File: config.mk
export PLATFORM = sky130hd
export DESIGN_NAME = adcif_top
export DESIGN_NICKNAME = d
export VERILOG_FILES = /design/src/rtl/adcif_pkg.sv /design/src/rtl/adcif_frame_ctr.sv /design/src/rtl/adcif_pwr_fsm.sv /design/src/rtl/adcif_lane.sv /design/src/rtl/adcif_top.sv
export SDC_FILE = /design/constraint.sdc
export NUM_CORES = 1
export LEC_CHECK = 0
export BUFFER_PORTS_ARGS = -buffer_cell sky130_fd_sc_hd__buf_2
export CAP_MARGIN = 20
export CORE_ASPECT_RATIO = 0.8
export CORE_MARGIN = 1
export CORE_UTILIZATION = 45
export DETAILED_ROUTE_END_ITERATION = 10
export PLACE_DENSITY_LB_ADDON = 0.08
export SYNTH_ARGS = -nofsm -noshare
export SYNTH_HDL_FRONTEND = slang
export SYNTH_SLANG_ARGS = --single-unit
File: constraint.sdc
create_clock -name clk -period 3.7 [get_ports clk]
set_input_delay 0.74 -clock clk [delete_from_list [all_inputs] [get_ports clk]]
set_output_delay 0.74 -clock clk [all_outputs]
set_load 0.1 [all_outputs]
File: src/rtl/adcif_pkg.sv
package adcif_pkg;

    localparam int RES_W        = 12;
    localparam int PAD_W        = 2;
    localparam int FRAME_EDGES  = 2 * (RES_W + 2 * PAD_W);
    localparam int GLITCH_EDGES = 2;
    localparam int WAKE_EDGES   = 10;
    localparam int CNT_W        = $clog2(FRAME_EDGES + 1);

    typedef enum logic [1:0] {
        PWR_NORMAL  = 2'd0,
        PWR_PARTIAL = 2'd1,
        PWR_FULL    = 2'd2
    } pwr_e;

    typedef struct packed {
        logic start;   // chip select fell
        logic rel;     // chip select rose during a frame
        logic fall;    // counted serial-clock falling edge
    } frame_ev_t;

    // Power state chosen by a chip-select release after n falling edges.
    function automatic pwr_e pwr_after_release(pwr_e cur, logic [CNT_W-1:0] n);
        pwr_e nxt;
        nxt = cur;
        if (int'(n) >= GLITCH_EDGES && int'(n) < WAKE_EDGES) begin
            case (cur)
                PWR_NORMAL:  nxt = PWR_PARTIAL;
                PWR_PARTIAL: nxt = PWR_FULL;
                default:     nxt = PWR_FULL;
            endcase
        end
        return nxt;
    endfunction

    // Serial pattern: pad, own result, pad, pad, other result, pad.
    function automatic logic [FRAME_EDGES-1:0] build_word(logic [RES_W-1:0] own,
                                                         logic [RES_W-1:0] other);
        return {{PAD_W{1'b0}}, own, {(2 * PAD_W){1'b0}}, other, {PAD_W{1'b0}}};
    endfunction

endpackage

File: src/rtl/adcif_frame_ctr.sv
module adcif_frame_ctr
    import adcif_pkg::*;
(
    input  logic             clk,
    input  logic             rst,
    input  logic             cs_n,
    input  logic             sclk,
    output frame_ev_t        ev,
    output logic             active,
    output logic [CNT_W-1:0] cnt
);
    logic cs_q;
    logic sclk_q;

    always_comb begin
        ev.start = cs_q & ~cs_n;
        ev.rel   = ~cs_q & cs_n & active;
        ev.fall  = sclk_q & ~sclk & ~cs_n & active & (cnt < CNT_W'(FRAME_EDGES));
    end

    always_ff @(posedge clk) begin
        if (rst) begin
            cs_q   <= 1'b1;
            sclk_q <= 1'b1;
            active <= 1'b0;
            cnt    <= '0;
        end else begin
            cs_q   <= cs_n;
            sclk_q <= sclk;
            if (ev.start) begin
                active <= 1'b1;
                cnt    <= '0;
            end else if (ev.rel) begin
                active <= 1'b0;
            end else if (ev.fall) begin
                cnt <= cnt + 1'b1;
            end
        end
    end

    AST_CNT_BOUND: assert property (@(posedge clk) disable iff (rst)
        cnt <= CNT_W'(FRAME_EDGES));

    AST_IDLE_AFTER_REL: assert property (@(posedge clk) disable iff (rst)
        ev.rel |=> !active);

endmodule

File: src/rtl/adcif_pwr_fsm.sv
module adcif_pwr_fsm
    import adcif_pkg::*;
(
    input  logic             clk,
    input  logic             rst,
    input  frame_ev_t        ev,
    input  logic [CNT_W-1:0] cnt,
    output pwr_e             pwr,
    output logic             invalid
);
    always_ff @(posedge clk) begin
        if (rst) begin
            pwr     <= PWR_NORMAL;
            invalid <= 1'b0;
        end else begin
            if (ev.start) begin
                invalid <= (pwr != PWR_NORMAL);
            end
            if (ev.fall && cnt == CNT_W'(WAKE_EDGES - 1) && pwr != PWR_NORMAL) begin
                pwr <= PWR_NORMAL;
            end else if (ev.rel) begin
                pwr <= pwr_after_release(pwr, cnt);
            end
        end
    end

    AST_GLITCH_HOLD: assert property (@(posedge clk) disable iff (rst)
        (ev.rel && cnt < CNT_W'(GLITCH_EDGES)) |=> pwr == $past(pwr));

    AST_NO_NORMAL_TO_FULL: assert property (@(posedge clk) disable iff (rst)
        (pwr == PWR_NORMAL) |=> pwr != PWR_FULL);

    AST_FULL_STAYS: assert property (@(posedge clk) disable iff (rst)
        (pwr == PWR_FULL && ev.rel && cnt < CNT_W'(WAKE_EDGES)) |=> pwr == PWR_FULL);

    AST_INVALID_HOLD: assert property (@(posedge clk) disable iff (rst)
        !ev.start |=> $stable(invalid));

endmodule

File: src/rtl/adcif_lane.sv
module adcif_lane
    import adcif_pkg::*;
(
    input  logic             clk,
    input  logic             rst,
    input  frame_ev_t        ev,
    input  logic             active,
    input  logic [CNT_W-1:0] cnt,
    input  logic [RES_W-1:0] own,
    input  logic [RES_W-1:0] other,
    output logic             sdo,
    output logic             sdo_oe
);
    logic [FRAME_EDGES-1:0] sh;

    always_ff @(posedge clk) begin
        if (rst) begin
            sh <= '0;
        end else if (ev.start) begin
            sh <= build_word(own, other);
        end else if (ev.fall) begin
            sh <= {sh[FRAME_EDGES-2:0], 1'b0};
        end
    end

    assign sdo    = sh[FRAME_EDGES-1];
    assign sdo_oe = active & (cnt < CNT_W'(FRAME_EDGES));

    AST_LEAD_ZERO: assert property (@(posedge clk) disable iff (rst)
        ev.start |=> !sdo);

    AST_LAST_EDGE_OFF: assert property (@(posedge clk) disable iff (rst)
        (ev.fall && cnt == CNT_W'(FRAME_EDGES - 1)) |=> !sdo_oe);

endmodule

File: src/rtl/adcif_top.sv
module adcif_top
    import adcif_pkg::*;
(
    input  logic             clk,
    input  logic             rst,
    input  logic             cs_n,
    input  logic             sclk,
    input  logic [RES_W-1:0] chan_a,
    input  logic [RES_W-1:0] chan_b,
    output logic             sdo_a,
    output logic             sdo_a_oe,
    output logic             sdo_b,
    output logic             sdo_b_oe,
    output logic [1:0]       pwr_state,
    output logic             data_invalid
);
    localparam int LANES = 2;

    frame_ev_t        ev;
    logic             active;
    logic [CNT_W-1:0] cnt;
    pwr_e             pwr;
    logic [LANES-1:0] sdo_v;
    logic [LANES-1:0] oe_v;
    logic [RES_W-1:0] samp [LANES];

    assign samp[0] = chan_a;
    assign samp[1] = chan_b;

    adcif_frame_ctr u_ctr (
        .clk    (clk),
        .rst    (rst),
        .cs_n   (cs_n),
        .sclk   (sclk),
        .ev     (ev),
        .active (active),
        .cnt    (cnt)
    );

    adcif_pwr_fsm u_fsm (
        .clk     (clk),
        .rst     (rst),
        .ev      (ev),
        .cnt     (cnt),
        .pwr     (pwr),
        .invalid (data_invalid)
    );

    for (genvar i = 0; i < LANES; i++) begin : g_lane
        adcif_lane u_lane (
            .clk    (clk),
            .rst    (rst),
            .ev     (ev),
            .active (active),
            .cnt    (cnt),
            .own    (samp[i]),
            .other  (samp[LANES-1-i]),
            .sdo    (sdo_v[i]),
            .sdo_oe (oe_v[i])
        );
    end

    assign sdo_a     = sdo_v[0];
    assign sdo_b     = sdo_v[1];
    assign sdo_a_oe  = oe_v[0];
    assign sdo_b_oe  = oe_v[1];
    assign pwr_state = pwr;

    AST_CS_HIGH_OFF: assert property (@(posedge clk) disable iff (rst)
        $rose(cs_n) |=> (!sdo_a_oe && !sdo_b_oe));

    AST_LANES_TOGETHER: assert property (@(posedge clk) disable iff (rst)
        sdo_a_oe == sdo_b_oe);

endmodule

Word level (Yosys, flattened, before mapping):

Cells that the tools add are included.

* $add $sub $neg: 1
* order comparisons: 3
* equality and inequality tests: 1
* muxes and demuxes: 7
* bitwise logic cells: 12
* reduce and logical (&&, ||, !) cells: 11

Operators by type and width (number)
* 30-bit 2-to-1 mux: 4
* 1-bit AND: 8
* 6-bit by 1-bit adder with 6-bit output (second input constant): 1
* 6-bit by 4-bit equality test with 1-bit output (second input constant): 1
* 6-bit by 2-bit >= comparator with 1-bit output (second input constant): 1
* 6-bit by 4-bit < comparator with 1-bit output (second input constant): 1
* 6-bit < comparator (second input constant): 1
* 2-bit nonzero test: 3
* 1-bit NOT: 4
* 2-bit AND reduction: 2
* 2-bit OR reduction: 2
* 1-bit logical AND: 3
* 2-bit zero test: 1
* 1-bit 2-to-1 mux: 2
* 2-bit 2-to-1 mux: 1

* register bits after elaboration: 72
* input bits: 28
* output and inout port bits: 7
* word-level logic and storage cells: 45

Logic depth before layout (Yosys ltp):

Gate-level depths: netlist of run 1.

* word-level depth: 8
* gate-level depth with buffers: 6
* depth with buffers taken out: 5

Modules after synthesis:

From an unflattened synthesis of run 1, not the netlist that was laid out.

* cells, all modules: 321
* area, all modules: 3215.6 sq um

By module, submodules not included
* adcif_lane: times used 2, cells each 129, area each 1325.0 sq um, sequential area each 600.6 sq um
* adcif_frame_ctr: times used 1, cells each 44, area each 395.4 sq um, sequential area each 180.2 sq um
* adcif_pwr_fsm: times used 1, cells each 19, area each 170.2 sq um, sequential area each 60.1 sq um

Worst setup path before layout of run 1:

No wires, ideal clock.

* path type: reg-to-output
* start: reg u_ctr.active
* end: out sdo_b_oe
* data arrival time: 2.237 ns
* required time: 2.960 ns
* path slack: 0.723 ns
* stages on the path, launching flop included: 3
* path buffers: 1
* cells stage by stage: dfxtp_1 nor2b_1 buf_4

* longest elaborated chain between the ends: 1

RTL lines
* start: declaration: RTL line adcif_frame_ctr.sv:9 `output logic active,`
* start signal: assignment: RTL line adcif_frame_ctr.sv:25 `active <= 1'b0;`
* start signal: assignment: RTL line adcif_frame_ctr.sv:31 `active <= 1'b1;`
* start signal: assignment: RTL line adcif_frame_ctr.sv:34 `active <= 1'b0;`
* 1-bit AND
* end: declaration: RTL line adcif_top.sv:13 `output logic sdo_b_oe,`

Every way passes these cells.

Worst setup path after layout of run 1:

* start: reg u_ctr.active
* end: out sdo_b_oe

* longest elaborated chain between the ends: 1

RTL lines
* 1-bit AND: RTL line adcif_lane.sv:27 `assign sdo_oe = active & (cnt < CNT_W'(FRAME_EDGES));`

Every way passes these cells.

==> reports/results.ini, run 1 <==
[routing]
wire_per_inst_um=15.6
drt_iter0_markers=159
wl_um=7300
drc_errors=0
num_vias=2815
first_pass_iters=4
drtAntennaViolNets=0
routed_via_density=6.00

[timing]
fmax_mhz=469
final.period_utilization=0.577
max_slew.worst_pin.slew_ns=0.658
hold_viol_final=0
holdWs_ns=0.465
min_period_ns=2.13
drv_slew=0
relSlewSlack=0.561
finalSetupViolations=0
fin_tns_setup_ns=0
fin_skew_ns=0.00883
rsz0062_at_grt=no

[grt]
grt_util_all_layers=0.208
grt_start_max_net_pins=63
antenna_found_initial=0
grt_pass1_vias=2604
grt_pass1_wl_um=12000
gr-total-overflow=0

[clock_tree]
htreeDepth=3
cts.clk_slew.worst_paths_ns=0.08
cts_buffer_depth=2
cts-buffers-inserted=9
cts_sinks=72
clock-root-buffer=clkbuf_8
clk_latency_ns=0.35
cts_setup_buffers=0
cts_tree=built
ctsResizeCount=0
ctsHoldBuffers=0

[worst_setup_path]
r2r_end=g_lane[0].u_lane.sh[12]
r2r_start=u_ctr.cnt[5]
critical_path_class=flop to primary output
startpoint_type=flop
endpoint_kind=primary output
required_ns=2.96
ff2ff_path_depth=4
reg2reg_slack_ns=1.91
worstPathArrival_ns=1.39
worstPathMaxFanout=5
critPathLaunch=u_ctr.active

[place]
place_hpwl_um=4080
gp_congestion=0.788
port_buffers=34
place_area_um2=3280

[pwr]
cellPowerDensity_nw_per_um2=486
vdd_ir_drop_max_mv=0.233
p_leak_nw=1.16

[finish]
final_nets=410
drive_above_1_share=0.164
diodes=0
multi_input_area_um2=1500
fillCellCount=635
ff_latch_area_um2=1440
final_area_um2=3500
utilization=0.533
syn_to_final_growth_pct=11.3

[synthesis]
synth-seq-cells=72
synth_nets=404
yosysWarnings=0
synth-main-ff-cell=dfxtp_1
synth_area_leaders=dfxtp_1 46%, nand3_1 9.4%, a31oi_1 8.8%
synth.avg_cell_area_um2=8.41
ys_seq_area_frac=0.458
synth_top_area_frac=0.458
syn-instance-count=374
yosysUniqueCellTypes=40
synth_edf_count=0
netlist_area_um2=3150
async_reset_ff_frac=0
yosys.area.top_type=dfxtp_1

[die]
num_rows=26
dieHeight_um=76.8
start_util=0.479
num_io_pins=35
die_w_um=95.5
coreArea_um2=6570
die_area_um2=7330

[min_path]
holdPathEnd=g_lane[1].u_lane.sh[17]
hold_class=flop to flop
hp-start=g_lane[1].u_lane.sh[16]
whs_path_depth=2

[job]
drv_cap=0

[run_status]
outcome=complete, no violations

[sequential cells by signal, indices dropped and copies added (netlist names)]
name              count
u_ctr.active          1
u_ctr.cs_q            1
u_ctr.sclk_q          1
u_fsm.pwr             2
u_fsm.invalid         1
g_lane.u_lane.sh     60
u_ctr.cnt             6
[cell type report]
class | count | share of cell area
clock buffers | 9 | 0.0354
well taps | 84 | 0.0300
repair buffers | 39 | 0.0593
inverters | 6 | 0.00643
flip-flops and latches | 72 | 0.412
clock inverters | 7 | 0.0272
multi-input cells | 252 | 0.430
[cell families (layout without fill, tap and decap cells)]
kind of cell             Yosys count  count (layout)  share of synthesized area
flip-flops                        72              72                      0.458
buffers and inverters             50              61                     0.0660
AO/OA/AOI/OAI                    161             161                      0.308
multiplexers                       1               1                    0.00358
adder cells (fa/ha/maj)            2               2                    0.00795
AND/OR/NAND/NOR                   88              88                      0.156
[how the worst max path moves through the flow]
stage                               to  cells after the start
2_1_floorplan                 sdo_b_oe                      2
3_3_place_gp   g_lane[1].u_lane.sh[27]                      5
3_5_place_dp   g_lane[1].u_lane.sh[18]                      5
4_1_cts                       sdo_a_oe                      2
5_1_grt         g_lane[0].u_lane.sh[7]                      5
6_report                      sdo_b_oe                      2
[critical path, cell delays in order, from the launching register on]
cell,delay (ns)
dfxtp_1,0.41
nor2b_1,0.19
buf_2,0.45
[Yosys cell counts, drive strengths merged (3+ instances only)]
library cell and n:
a21oi 19, a311oi 3, a31oi 44, buf 17, clkbuf 27, dfxtp 72
inv 6, nand2 3, nand2b 3, nand3 59, nor2 5, o21ai 61
o21bai 22
[placed cells by master (no fill, tap or decap), types with 6 or more instances in the layout]
cell / count
dfxtp_1: 71
a31oi_1: 44
o21ai_0: 9
a21oi_1: 19
nand3_1: 59
o21bai_1: 22
o21ai_1: 52
clkbuf_8: 9
inv_1: 6
buf_2: 34
[power by group]
group,total (mW),internal (mW),switching [mW]
Combinational,0.175,0.0569,0.118
Clock,0.685,0.380,0.304
Sequential,0.841,0.819,0.0223
Total,1.70,1.26,0.444
[stage by stage]
| stage | std cells | worst slack [ns] | power, mW |
|---|---|---|---|
| floorplan | 374 | 0.723 | 0.989 |
| global placement | 453 | 1.27 | 1.03 |
| detailed placement | 453 | 1.21 | 1.03 |
| CTS | 469 | 1.53 | 1.71 |
| global route | 469 | 1.43 | 1.77 |
| finish | 469 | 1.57 | 1.70 |
[routing by layer]
layer,routed length [µm],share of wire,global-route usage
met1,3570,0.49,0.269
met2,3290,0.45,0.331
met3,356,0.049,0.0615
met4,74,0.010,0.0672
met5,0,0,0
Note: power is estimated with default switching activity, not from simulation.
==> run 2, diff against run 1 <==
- clock period: 3.7 -> 2.1 ns (I/O delays scaled with it)
==> run 2 against run 1 <==
Effect of this change:
- global-route usage is 0.22 points higher
- highest routed layer unchanged
- combinational power is 82% higher
- critical endpoint unchanged
- flip-flop and latch count stayed put
- clock power is 59% higher
- count of clock-buffer cells in the layout is 2 higher
==> reports/results.ini, run 2 (synthesis results as in run 1) <==
[pwr]
power.total_mw=2.90  ; was 1.70 mW
p_leak_nw=1.17  ; was 1.16 nW
cellPowerDensity_nw_per_um2=822  ; was 486 nW/µm²
vdd_ir_drop_max_mv=0.436  ; was 0.233 mV

[routing]
first_pass_iters=4  ; unchanged
drc_errors=0  ; unchanged
drt-met1-wl_um=3770  ; was 3570 µm
wl_met3_um=276  ; was 356 µm
wl_um=7280  ; was 7300 µm
wl_met2_um=3180  ; was 3290 µm
wire_per_inst_um=15.5  ; was 15.6 µm
num_vias=2867  ; was 2815
drtAntennaViolNets=0  ; unchanged
drt_iter0_markers=200  ; was 159
highest-signal-layer=met4  ; unchanged
routed_via_density=6.09  ; was 6.00

[die]
num_rows=26  ; unchanged
start_util=0.479  ; unchanged
dieHeight_um=76.8  ; unchanged
die_area_um2=7330  ; unchanged
coreArea_um2=6570  ; unchanged
die_w_um=95.5  ; unchanged
num_io_pins=35  ; unchanged

[place]
port_buffers=34  ; unchanged
gp_congestion=0.758  ; was 0.788
place_hpwl_um=4130  ; was 4080 µm

[clock_tree]
cts_buffer_depth=2  ; unchanged
cts.clk_slew.worst_paths_ns=0.07  ; was 0.08 ns
clock-root-buffer=clkbuf_8  ; unchanged
ctsResizeCount=0  ; unchanged
cts-buffers-inserted=9  ; unchanged
ctsHoldBuffers=0  ; unchanged
cts_setup_buffers=0  ; unchanged
htreeDepth=3  ; unchanged
cts_sinks=72  ; unchanged
clk_latency_ns=0.34  ; was 0.35 ns
cts_tree=built  ; unchanged

[timing]
hold_viol_final=0  ; unchanged
max_slew.worst_pin.slew_ns=0.647  ; was 0.658 ns
fmax_mhz=560
rsz0062_at_grt=no  ; unchanged
fin_skew_ns=0.00824  ; was 0.00883 ns
min_period_ns=1.79
finalSetupViolations=0  ; unchanged
drv_slew=0  ; unchanged
fin_tns_setup_ns=0  ; unchanged
final.period_utilization=0.850
relSlewSlack=0.569  ; was 0.561

[grt]
grt_start_max_net_pins=66  ; was 63
grt_pass1_vias=2617  ; was 2604
grt_util_all_layers=0.210  ; was 0.208
grt_pass1_wl_um=12300  ; was 12000 µm
gr-total-overflow=0  ; unchanged
antenna_found_initial=0  ; unchanged

[worst_setup_path]
path_cells=nor2b_2, buf_2  ; was nor2b_1, buf_2
endpoint_kind=primary output  ; unchanged
critPathLaunch=u_ctr.active  ; unchanged
slowest_delay_ns=0.44  ; was 0.45 ns
required_ns=1.68  ; was 2.96 ns
worstPathMaxFanout=5  ; unchanged
r2r_start=u_ctr.cnt[5]  ; unchanged
critical_path_class=flop to primary output  ; unchanged
startpoint_type=flop  ; unchanged
worstPathArrival_ns=1.37  ; was 1.39 ns
critPathSlowestCell=buf_2  ; unchanged

[finish]
syn_to_final_growth_pct=12.0  ; was 11.3%
diodes=0  ; unchanged
drive_above_1_share=0.168  ; was 0.164
most-common-layout-cells=71 x dfxtp_1, 59 x nand3_1, 52 x o21ai_1  ; unchanged
final_nets=412  ; was 410
largest_register_ffs=60  ; unchanged
top_regs=g_lane.u_lane.sh (60), u_ctr.cnt (6), u_fsm.pwr (2)  ; unchanged
layout_commonest_cell=dfxtp_1  ; unchanged
top_register=g_lane.u_lane.sh  ; unchanged

[run_status]
outcome=complete, no violations  ; unchanged

[min_path]
hp-start=sclk  ; was g_lane[1].u_lane.sh[16]
hold_class=input port to flop  ; was flop to flop

[job]
drv_cap=0  ; unchanged

==> run 2: report_power, final <==
| part | internal (mW) | switching, mW |
|---|---|---|
| clock network | 0.579 | 0.515 |
| registers | 1.44 | 0.0403 |
| logic | 0.108 | 0.211 |
| total | 2.13 | 0.766 |
==> run 2: worst max-delay path: cells and delay by family (launching register included) <==
kind / cells / cell delay (ns)
buf+inv: 1 / 0.44
flops: 1 / 0.40
simple gates: 1 / 0.19
==> run 2: final timing paths <==
check                                 end  slack, ns  depth (start not counted)
setup / recovery                 sdo_b_oe       0.31                          2
hold / removal               u_ctr.sclk_q       0.34                          2
hold reg to reg   g_lane[0].u_lane.sh[14]       0.46                          2
setup reg to reg  g_lane[1].u_lane.sh[18]       0.32                          4
==> run 2: layout make-up <==
cell class                 instances  area [µm²]
tap                               84         105
fill                             648        3050
clock buffer                      11         141
clock inverter                     5        56.3
sequential                        72        1440
inverter                           6        22.5
multi-input combinational        252        1510
timing repair buffer              41         248
==> run 2: layer usage <==
layer,GRT usage,vias to the layer above
met1,0.297,1388
li1,-,1419
met5,0,-
met3,0.0595,6
met4,0.0582,0
met2,0.311,54
==> run 2: through the flow <==
stage | utilization | instance area [µm²] | hold WS (ns) | worst slack [ns] | cells
2_1_floorplan | - | 3150 | 0.440 | 0.0339 | 374
3_3_place_gp | 0.506 | 3320 | 0.453 | 0.305 | 455
3_5_place_dp | 0.506 | 3320 | 0.456 | 0.275 | 455
4_1_cts | 0.536 | 3520 | 0.324 | 0.288 | 471
5_1_grt | 0.536 | 3520 | 0.328 | 0.184 | 471
6_report | 0.536 | 3520 | 0.338 | 0.314 | 471
